`config.mk`:
```
export PLATFORM = sky130hd
export DESIGN_NAME = upcount_timer
export DESIGN_NICKNAME = d
export VERILOG_FILES = /design/src/rtl/upt_pkg.sv /design/src/rtl/upt_prescaler.sv /design/src/rtl/upt_count_core.sv /design/src/rtl/upt_irq_ctl.sv /design/src/rtl/upcount_timer.sv
export SDC_FILE = /design/constraint.sdc
export NUM_CORES = 1
export LEC_CHECK = 0
export ABC_CLOCK_PERIOD_IN_PS = 9900
export BUFFER_PORTS_ARGS = -buffer_cell sky130_fd_sc_hd__buf_4
export CAP_MARGIN = 20
export CORE_ASPECT_RATIO = 1.2
export CORE_MARGIN = 3
export CORE_UTILIZATION = 35
export CTS_BUF_LIST = sky130_fd_sc_hd__clkbuf_8
export DETAILED_ROUTE_END_ITERATION = 10
export GPL_ROUTABILITY_DRIVEN = 0
export GPL_TIMING_DRIVEN = 0
export PLACE_DENSITY = 0.58
export REMOVE_ABC_BUFFERS = 1
export SLEW_MARGIN = 20
export SYNTH_ARGS = -nofsm -noshare
export SYNTH_HDL_FRONTEND = slang
export SYNTH_SLANG_ARGS = --single-unit
```
`constraint.sdc`:
```
create_clock -name clk -period 9.9 [get_ports clk]
set_input_delay 1.98 -clock clk [delete_from_list [all_inputs] [get_ports clk]]
set_output_delay 1.98 -clock clk [all_outputs]
set_load 0.02 [all_outputs]
```
`src/rtl/upt_pkg.sv`:
```
package upt_pkg;
  localparam int CNT_W  = 28;
  localparam int DIV_W  = 16;
  localparam int DATA_W = 32;
  localparam int ADDR_W = 4;

  localparam int CTRL_EN_BIT   = 28;
  localparam int CTRL_MODE_BIT = 24;
  localparam int IRQ_IEN_BIT   = 20;
  localparam int IRQ_PEND_BIT  = 16;

  typedef enum logic [1:0] {
    SEL_END  = 2'd0,
    SEL_CNT  = 2'd1,
    SEL_CTRL = 2'd2,
    SEL_IRQ  = 2'd3
  } reg_sel_e;
endpackage

```
`src/rtl/upt_prescaler.sv`:
```
module upt_prescaler #(
  parameter int DIV_W = 16
) (
  input  logic             clk,
  input  logic             rst_n,
  input  logic             run,
  input  logic             restart,
  input  logic [DIV_W-1:0] div,
  output logic             tick
);
  localparam logic [DIV_W-1:0] ONE = DIV_W'(1);

  logic [DIV_W-1:0] phase_q;
  logic             last_phase;

  // divisor 0 and 1 both give one tick per clock
  always_comb begin
    last_phase = (div <= ONE) || (phase_q >= (div - ONE));
    tick       = run && last_phase;
  end

  always_ff @(posedge clk or negedge rst_n) begin
    if (!rst_n)                        phase_q <= '0;
    else if (!run || restart || tick)  phase_q <= '0;
    else                               phase_q <= phase_q + ONE;
  end


  phase_bound_chk: assert property (@(posedge clk) disable iff (!rst_n)
    (run && div > ONE) |-> (phase_q < div));


  idle_phase_chk: assert property (@(posedge clk) disable iff (!rst_n)
    !run |=> (phase_q == '0));
endmodule

```
`src/rtl/upt_count_core.sv`:
```
module upt_count_core #(
  parameter int CNT_W = 28
) (
  input  logic             clk,
  input  logic             rst_n,
  input  logic             tick,
  input  logic [CNT_W-1:0] end_val,
  input  logic             load,
  input  logic [CNT_W-1:0] load_val,
  output logic [CNT_W-1:0] count,
  output logic             wrap_evt
);
  localparam logic [CNT_W-1:0] TOP = '1;
  localparam logic [CNT_W-1:0] ONE = CNT_W'(1);

  logic [CNT_W-1:0] count_inc;
  logic             hit_end;
  logic             hit_top;

  always_comb begin
    count_inc = count + ONE;
    hit_end   = (end_val != '0) && (count_inc == end_val);
    hit_top   = (count == TOP);
    wrap_evt  = tick && (hit_end || hit_top);
  end

  // software load has priority over the hardware update
  always_ff @(posedge clk or negedge rst_n) begin
    if (!rst_n)        count <= '0;
    else if (load)     count <= load_val;
    else if (wrap_evt) count <= '0;
    else if (tick)     count <= count_inc;
  end


  wrap_zero_chk: assert property (@(posedge clk) disable iff (!rst_n)
    (wrap_evt && !load) |=> (count == '0));


  hold_chk: assert property (@(posedge clk) disable iff (!rst_n)
    (!tick && !load) |=> $stable(count));


  load_chk: assert property (@(posedge clk) disable iff (!rst_n)
    load |=> (count == $past(load_val)));
endmodule

```
`src/rtl/upt_irq_ctl.sv`:
```
module upt_irq_ctl (
  input  logic clk,
  input  logic rst_n,
  input  logic set_evt,
  input  logic wr,
  input  logic wr_ien,
  input  logic wr_clr,
  output logic pend,
  output logic ien,
  output logic irq
);
  always_ff @(posedge clk or negedge rst_n) begin
    if (!rst_n) begin
      pend <= 1'b0;
      ien  <= 1'b0;
    end else begin
      if (set_evt)            pend <= 1'b1;
      else if (wr && wr_clr)  pend <= 1'b0;
      if (wr)                 ien  <= wr_ien;
    end
  end

  assign irq = pend & ien;


  set_wins_chk: assert property (@(posedge clk) disable iff (!rst_n)
    set_evt |=> pend);


  ien_drop_chk: assert property (@(posedge clk) disable iff (!rst_n)
    (wr && !wr_ien) |=> !irq);


  pend_sticky_chk: assert property (@(posedge clk) disable iff (!rst_n)
    (pend && !(wr && wr_clr)) |=> pend);
endmodule

```
`src/rtl/upcount_timer.sv`:
```
module upcount_timer
  import upt_pkg::*;
#(
  parameter int TCNT_W = CNT_W,
  parameter int TDIV_W = DIV_W
) (
  input  logic              clk,
  input  logic              rst_n,
  input  logic              reg_wr,
  input  logic [ADDR_W-1:0] reg_addr,
  input  logic [DATA_W-1:0] reg_wdata,
  output logic [DATA_W-1:0] reg_rdata,
  output logic              irq
);
  reg_sel_e sel;
  logic     wr_end, wr_cnt, wr_ctrl, wr_irq;

  logic [TCNT_W-1:0] end_q;
  logic [TCNT_W-1:0] count;
  logic              run_q;
  logic              periodic_q;
  logic [TDIV_W-1:0] div_q;
  logic              tick;
  logic              wrap_evt;
  logic              pend, ien;
  logic              unused_bits;

  assign sel         = reg_sel_e'(reg_addr[3:2]);
  assign unused_bits = ^reg_addr[1:0];

  always_comb begin
    wr_end  = reg_wr && (sel == SEL_END);
    wr_cnt  = reg_wr && (sel == SEL_CNT);
    wr_ctrl = reg_wr && (sel == SEL_CTRL);
    wr_irq  = reg_wr && (sel == SEL_IRQ);
  end

  always_ff @(posedge clk or negedge rst_n) begin
    if (!rst_n) begin
      end_q      <= '0;
      run_q      <= 1'b0;
      periodic_q <= 1'b0;
      div_q      <= '0;
    end else begin
      if (wr_end) end_q <= reg_wdata[TCNT_W-1:0];
      if (wr_ctrl) begin
        run_q      <= reg_wdata[CTRL_EN_BIT];
        periodic_q <= reg_wdata[CTRL_MODE_BIT];
        div_q      <= reg_wdata[TDIV_W-1:0];
      end else if (wrap_evt && !periodic_q) begin
        run_q <= 1'b0;
      end
    end
  end

  upt_prescaler #(.DIV_W(TDIV_W)) u_presc (
    .clk     (clk),
    .rst_n   (rst_n),
    .run     (run_q),
    .restart (wr_ctrl),
    .div     (div_q),
    .tick    (tick)
  );

  upt_count_core #(.CNT_W(TCNT_W)) u_core (
    .clk      (clk),
    .rst_n    (rst_n),
    .tick     (tick),
    .end_val  (end_q),
    .load     (wr_cnt),
    .load_val (reg_wdata[TCNT_W-1:0]),
    .count    (count),
    .wrap_evt (wrap_evt)
  );

  upt_irq_ctl u_irq (
    .clk     (clk),
    .rst_n   (rst_n),
    .set_evt (wrap_evt),
    .wr      (wr_irq),
    .wr_ien  (reg_wdata[IRQ_IEN_BIT]),
    .wr_clr  (reg_wdata[IRQ_PEND_BIT]),
    .pend    (pend),
    .ien     (ien),
    .irq     (irq)
  );

  always_comb begin
    reg_rdata = '0;
    unique case (sel)
      SEL_END:  reg_rdata[TCNT_W-1:0] = end_q;
      SEL_CNT:  reg_rdata[TCNT_W-1:0] = count;
      SEL_CTRL: begin
        reg_rdata[TDIV_W-1:0]    = div_q;
        reg_rdata[CTRL_MODE_BIT] = periodic_q;
        reg_rdata[CTRL_EN_BIT]   = run_q;
      end
      SEL_IRQ: begin
        reg_rdata[IRQ_PEND_BIT] = pend;
        reg_rdata[IRQ_IEN_BIT]  = ien;
      end
      default: reg_rdata = '0;
    endcase
  end


  oneshot_stop_chk: assert property (@(posedge clk) disable iff (!rst_n)
    (wrap_evt && !periodic_q && !wr_ctrl) |=> !run_q);


  periodic_run_chk: assert property (@(posedge clk) disable iff (!rst_n)
    (wrap_evt && periodic_q && !wr_ctrl) |=> run_q);


  no_tick_idle_chk: assert property (@(posedge clk) disable iff (!rst_n)
    !run_q |-> !tick);
endmodule

```
== Word-level counts from Yosys, hierarchy flattened ==
Cells that the tools add are included.

* $add $sub $neg: 3
* $lt $le $gt $ge: 2
* Equal/unequal tests: 5
* Mux-type cells: 16
* Bitwise logic cells: 1
* Reduce and logical (&&, ||, !) cells: 20

{| class="wikitable"
|+ Operators by type and width
! operator !! count
|-
| $mux 28 || 3
|-
| $pmux 16 s3 || 1
|-
| $add 28x1->28 const B || 1
|-
| $eq 28x28->1 || 1
|-
| $eq 28x28->1 const B || 1
|-
| $reduce_bool 28->1 || 1
|-
| $pmux 3 s2 || 3
|-
| $add 16x1->16 const B || 1
|-
| $ge 16x16->1 || 1
|-
| $le 16x1->1 const B || 1
|-
| $mux 16 || 1
|-
| $sub 16x1->16 const B || 1
|-
| $logic_and 1x1->1 || 9
|-
| $pmux 1 s3 || 3
|-
| $mux 1 || 5
|-
| $eq 2x2->1 const B || 2
|-
| $logic_or 1x1->1 || 4
|-
| $reduce_bool 2->1 || 2
|-
| $reduce_bool 3->1 || 1
|-
| $eq 2x1->1 const B || 1
|-
| $logic_not 1->1 || 2
|-
| $logic_not 2->1 || 1
|-
| $and 1x1->1 || 1
|}

* Register bits: 92
* Logic and storage cells: 55

== Logic depth before layout (Yosys ltp) ==
* Depth after elaboration: 8
* Depth in mapped cells: 17
* Gate-level depth less buffers: 16

== Modules after synthesis ==
From an unflattened synthesis, not the netlist that was laid out.

* Cell total of the unflattened synthesis: 750
* Area total of the unflattened synthesis: 7160.6 um^2

{| class="wikitable"
|+ By module, submodules not included
! module !! instances !! cells an instance !! area an instance (um^2) !! seq. area each (um^2)
|-
| upt_count_core || 1 || 407 || 3095.5 || 700.7
|-
| upcount_timer || 1 || 178 || 2456.1 || 1151.1
|-
| upt_prescaler || 1 || 159 || 1526.5 || 400.4
|-
| upt_irq_ctl || 1 || 6 || 82.6 || 50.0
|}

== Worst setup path after synthesis ==
OpenSTA, ideal clock, no wires.

* Path kind: input to output
* From: input reg_addr[3]
* To: output reg_rdata[28]
* Arrival time: 3.338 ns
* Path slack: 4.582 ns
* Stages: 5
* Path buffers: 3
* Path through: clkbuf_1 clkbuf_1 clkbuf_1 nand2_1 nor2_1

* Longest elaborated chain between the ends: 2

{| class="wikitable"
|+ Ends and longest elaborated chain
! element !! RTL line !! source
|-
| start: declaration || upcount_timer.sv:10 || <nowiki>input logic [ADDR_W-1:0] reg_addr,</nowiki>
|-
| $eq 2x2->1 || upcount_timer.sv:90 || <nowiki>unique case (sel)</nowiki>
|-
| $mux 1 || upcount_timer.sv:90 ||
|-
| end: declaration || upcount_timer.sv:12 || <nowiki>output logic [DATA_W-1:0] reg_rdata,</nowiki>
|}

Every way passes these cells.

== Final worst setup path ==
* From: input reg_addr[2]
* To: output reg_rdata[6]

* Longest elaborated chain between the ends: 2
* Elaborated cells between the ends (all ways): 4
* Classes of those cells: eq/ne: 2; mux: 1; reduce/logical: 1

{| class="wikitable"
|+ Ends and longest elaborated chain
! element !! RTL line
|-
| $eq 2x2->1 (tied with other cells) || upcount_timer.sv:90
|-
| $pmux 16 s3 (*) || upcount_timer.sv:90
|}

Mark *: on every way between the ends. The rest lies on a longest branch, timed or not.

==> PnR_summary.wiki <==
{| class="wikitable"
! Metric !! Value
|-
| Status || finished clean
|-
| Unrepaired setup endpoints after global routing || no
|-
| Pint || 0.000696 W
|-
| Combinational group share of total power || a little under a third
|-
| Final antenna diode count || 0
|-
| Highest fanout seen on the critical path || 35
|-
| Number of sinks handled by clock tree synthesis || 92
|-
| Fraction of the yosys area taken by sequential cells || 33.9%
|-
| Fraction of registers with async set/reset || 100%
|-
| Remaining routing DRC violations || 0
|-
| Row count || 55
|-
| Number of DRC violations after detailed-routing iteration 0 || a little under 300
|-
| Worst IR drop on VDD || 0.0615 mV
|-
| H-tree depth || 3
|-
| Grt ovf || 0
|-
| Hold/Removal Path Class || flop to flop
|-
| CTS root buf || sky130_fd_sc_hd__clkbuf_8
|-
| Hold WS || 0.520 ns
|-
| Number of flip-flops and latches in the synthesized netlist || 92
|-
| Final TNS setup || 0 ns
|-
| Switching power summed over all nets || 0.000444 W
|-
| Global-route wire length before repair || between 30000 and 40000 microns
|-
| Met1 Routed Length || 8390 microns
|-
| Kind of end point of the critical path || output pin
|-
| Number of vias per cell after detailed routing || 5.53
|-
| Number of global-route vias before repair || 5720
|-
| CTS Hold Buffers Added || 0
|-
| Cell types with the largest area share after synthesis || sky130_fd_sc_hd__dfrtp_1 (34%), sky130_fd_sc_hd__mux2_2 (8.1%), sky130_fd_sc_hd__xnor2_1 (5.5%)
|-
| Number of placed I/O pins || 72
|-
| Power per standard cell area || about 150 mW/mm^2
|-
| Die width || 133 microns
|-
| Type of the setup path with the least slack || input port to output pin
|-
| Cells resized by post-CTS repair || 0
|-
| Max incr delay on CP || 0.73 ns
|-
| Setup repair bufs after CTS || 0
|-
| Total setup violations reported at the end of the flow || 0
|-
| GR Util All Layers || 18.3%
|-
| Fillers || 1946
|-
| CP required || 7.92 ns
|-
| Area share of the largest cell type after synthesis || 33.9%
|-
| Die span in y || 159 microns
|-
| Most used flip-flop cell after synthesis || sky130_fd_sc_hd__dfrtp_1
|-
| Mean post-synth cell area || 9.01 sq um
|-
| Pins over their slew limit || 0
|-
| Number of antenna violations at the first check in global routing || 0
|-
| DPL Wire Length || 14000 microns
|-
| Total number of nets in the final design || around 840
|-
| Count of flip-flops with a built-in enable after synthesis || 0
|-
| Wirelength, routed || between 15000 and 20000 microns
|-
| Area taken by flip-flops and latches || 0.00230 sq mm
|-
| Sw Ratio || a little under 40%
|-
| Kind of cell with the highest combined delay on the critical path || simple AND/OR/NAND/NOR gates
|-
| Power share of the clock group || 21.2%
|-
| Portion of the clock cycle consumed by the worst path in the final layout || 56.1%
|-
| Leakage power summed over all cells || 3.09 nW
|-
| Fraction of final layout cells sized beyond drive strength 1 || 19.5%
|-
| Final worst path period need || 5.55 ns
|-
| CTS tree || yes
|-
| Multi-input logic area || 0.00421 sq mm
|-
| Met3 wire length || 583 microns
|-
| Crit-path cells || buf_4, nor2b_2, nand2_1, o21ai_0, buf_4
|-
| Cell variety after synth || 70
|-
| Starting density of the core || between 30% and 40%
|-
| Max Root-Sink Buffers || 2
|-
| Clk slew on worst S/H paths || 0.10 ns
|-
| Die ar. || approximately 0.021 sq mm
|-
| Detail Route met2 WL || 9660 microns
|-
| Slew HR || 41.7%
|-
| Yosys warning total || 0
|-
| Startpoint class of the critical path || input port
|-
| Growth of design area from synthesis to finish || 11.8%
|-
| Clk_lat worst skew || 0.39 ns
|-
| Slew of the pin with the lowest slew margin || slightly below 0.9 ns
|-
| Slowest stage cell, crit path || sky130_fd_sc_hd__nor2b_2
|-
| Vias post-DR || 5748
|-
| Maximum Capacitance Violations || 0
|-
| Antenna violation net count after detailed routing || 0
|-
| Clock Skews || around 0.018 ns
|-
| Hold Violations, Final || 0
|-
| Post-synthesis instance total || 754
|-
| Cell taking the most area after synthesis || sky130_fd_sc_hd__dfrtp_1
|-
| Fmax || 0.180 GHz
|-
| Register share of total power || between 40% and 50%
|-
| Top routing layer in use || met4
|-
| Core outline area || about 0.019 sq mm
|-
| Largest net degree at the start of global routing || 93
|-
| CTS buffer count || 9
|-
| Synthesized area || between 0.006 and 0.007 sq mm
|-
| WL per Instance || 18.4 microns
|-
| Critical path arrival || 3.57 ns
|-
| Total iterations of the first detailed-routing run || 5
|-
| Most Frequent Cell on Critical Path || sky130_fd_sc_hd__buf_4
|-
| Port bufs || 63
|-
| Buffers and inverters on the worst path || 2
|}
power by group through the flow:
stage | clock (W) | sequential [W] | combinational (W)
global placement | 0 | 0.000549 | 0.000348
global route | 0.000267 | 0.000553 | 0.000397
CTS | 0.000251 | 0.000542 | 0.000358
finish | 0.000241 | 0.000543 | 0.000355
detailed placement | 0 | 0.000550 | 0.000356
floorplan | 0 | 0.000507 | 0.000255
worst register-to-register path: stages, from the launching register on:
cell,delay [ns]
sky130_fd_sc_hd__dfrtp_1,0.47
sky130_fd_sc_hd__or4_1,0.58
sky130_fd_sc_hd__or3_1,0.46
sky130_fd_sc_hd__nor4_1,0.31
sky130_fd_sc_hd__xnor2_1,0.11
sky130_fd_sc_hd__ha_1,0.29
sky130_fd_sc_hd__and4_1,0.20
sky130_fd_sc_hd__nand2_1,0.06
sky130_fd_sc_hd__a21oi_1,0.11
sky130_fd_sc_hd__a21oi_1,0.16
sky130_fd_sc_hd__nor2b_2,0.49
sky130_fd_sc_hd__buf_6,0.23
sky130_fd_sc_hd__o21a_1,0.65
sky130_fd_sc_hd__o31ai_1,0.17
metrics by stage:
stage               cell area [sq um]  util, %  instances  power (W)  setup slack (ns)
detailed placement               7410     39.0       1022   0.000905              4.33
global route                     7600     40.0       1039    0.00122              4.15
finish                           7600     40.0       1039    0.00114              4.35
floorplan                        6530        -        700   0.000762              4.99
global placement                 7320     38.6       1019   0.000896              3.90
CTS                              7590     39.9       1038    0.00115              4.32
sequential cells by signal, summed over array words and instances (netlist names):
name / count
u_presc.phase_q: 16
u_irq.pend: 1
div_q: 16
periodic_q: 1
end_q: 28
run_q: 1
u_irq.ien: 1
u_core.count: 28
final cells by class:
| class | count | area share (%) |
|---|---|---|
| clock inverter | 7 | 0.675 |
| tap | 256 | 4.22 |
| timing repair buffer | 67 | 7.29 |
| sequential | 92 | 30.3 |
| multi-input combinational | 598 | 55.4 |
| clock buffer | 9 | 1.63 |
| inverter | 10 | 0.494 |
Yosys cell counts (5+ instances only):
cell	instances
sky130_fd_sc_hd__nand4_1	23
sky130_fd_sc_hd__buf_2	16
sky130_fd_sc_hd__nor3_1	15
sky130_fd_sc_hd__and2_1	10
sky130_fd_sc_hd__clkbuf_1	26
sky130_fd_sc_hd__a21oi_1	18
sky130_fd_sc_hd__xor2_1	32
sky130_fd_sc_hd__ha_1	20
sky130_fd_sc_hd__o31ai_1	13
sky130_fd_sc_hd__mux2_2	49
sky130_fd_sc_hd__and4_1	5
sky130_fd_sc_hd__dfrtp_1	92
sky130_fd_sc_hd__and3_1	14
sky130_fd_sc_hd__nand3_1	43
sky130_fd_sc_hd__nand3b_1	5
sky130_fd_sc_hd__or3_1	5
sky130_fd_sc_hd__o21ai_0	27
sky130_fd_sc_hd__o211ai_1	5
sky130_fd_sc_hd__nor2_1	59
sky130_fd_sc_hd__buf_4	9
sky130_fd_sc_hd__nand2_1	75
sky130_fd_sc_hd__nor2b_1	5
sky130_fd_sc_hd__xnor2_1	43
sky130_fd_sc_hd__nor4_1	20
sky130_fd_sc_hd__nand2b_1	10
sky130_fd_sc_hd__a21o_1	6
sky130_fd_sc_hd__mux2i_1	27
sky130_fd_sc_hd__inv_1	10
sky130_fd_sc_hd__a31oi_1	5
path summary, 6_finish.rpt:
check,to,startpoint,slack (ns),depth (start not counted)
worst max-delay path,reg_rdata[6],reg_addr[2],4.35,5
worst min-delay path,u_irq.pend,u_irq.pend,0.52,1
worst max register to register,u_core.count[11],div_q[3],5.47,13
worst min register to register,u_irq.pend,u_irq.pend,0.52,1
max in group asynchronous,u_core.count[25],rst_n,7.64,1
min in group asynchronous,u_presc.phase_q[14],rst_n,1.66,1
layer usage:
layer,track usage (%),vias to the layer above
li1,-,2770
met1,23.1,2829
met2,32.3,119
met3,2.24,30
met4,7.06,0
met5,0,-
logic make-up after synthesis:
kind of cell	count (synthesis)	synth area share [%]
flops	92	33.9
mux	76	12.1
compound gates	101	9.78
other cells	1	0.0552
fa+ha+maj	20	3.68
simple gates	323	26.3
buf+inv	66	4.57
xor+xnor	75	9.67
placed cells by master (no fill, tap or decap), types with 5 or more instances in the layout:
master	count
sky130_fd_sc_hd__buf_4	62
sky130_fd_sc_hd__nand4_1	23
sky130_fd_sc_hd__nand2b_1	10
sky130_fd_sc_hd__nand3_1	43
sky130_fd_sc_hd__a21o_1	6
sky130_fd_sc_hd__nand3b_1	5
sky130_fd_sc_hd__inv_1	10
sky130_fd_sc_hd__o211ai_1	5
sky130_fd_sc_hd__xor2_1	32
sky130_fd_sc_hd__o31ai_1	13
sky130_fd_sc_hd__mux2_2	49
sky130_fd_sc_hd__xnor2_1	43
sky130_fd_sc_hd__dfrtp_1	92
sky130_fd_sc_hd__mux2i_1	27
sky130_fd_sc_hd__a31oi_1	5
sky130_fd_sc_hd__nand2_1	75
sky130_fd_sc_hd__and4_1	5
sky130_fd_sc_hd__clkbuf_8	9
sky130_fd_sc_hd__nor3_1	14
sky130_fd_sc_hd__and3_1	14
sky130_fd_sc_hd__or3_1	5
sky130_fd_sc_hd__and2_1	9
sky130_fd_sc_hd__nor2_1	58
sky130_fd_sc_hd__nor4_1	20
sky130_fd_sc_hd__a21oi_1	18
sky130_fd_sc_hd__ha_1	20
sky130_fd_sc_hd__o21ai_0	27
No activity file was read; power rests on OpenSTA's default activity.
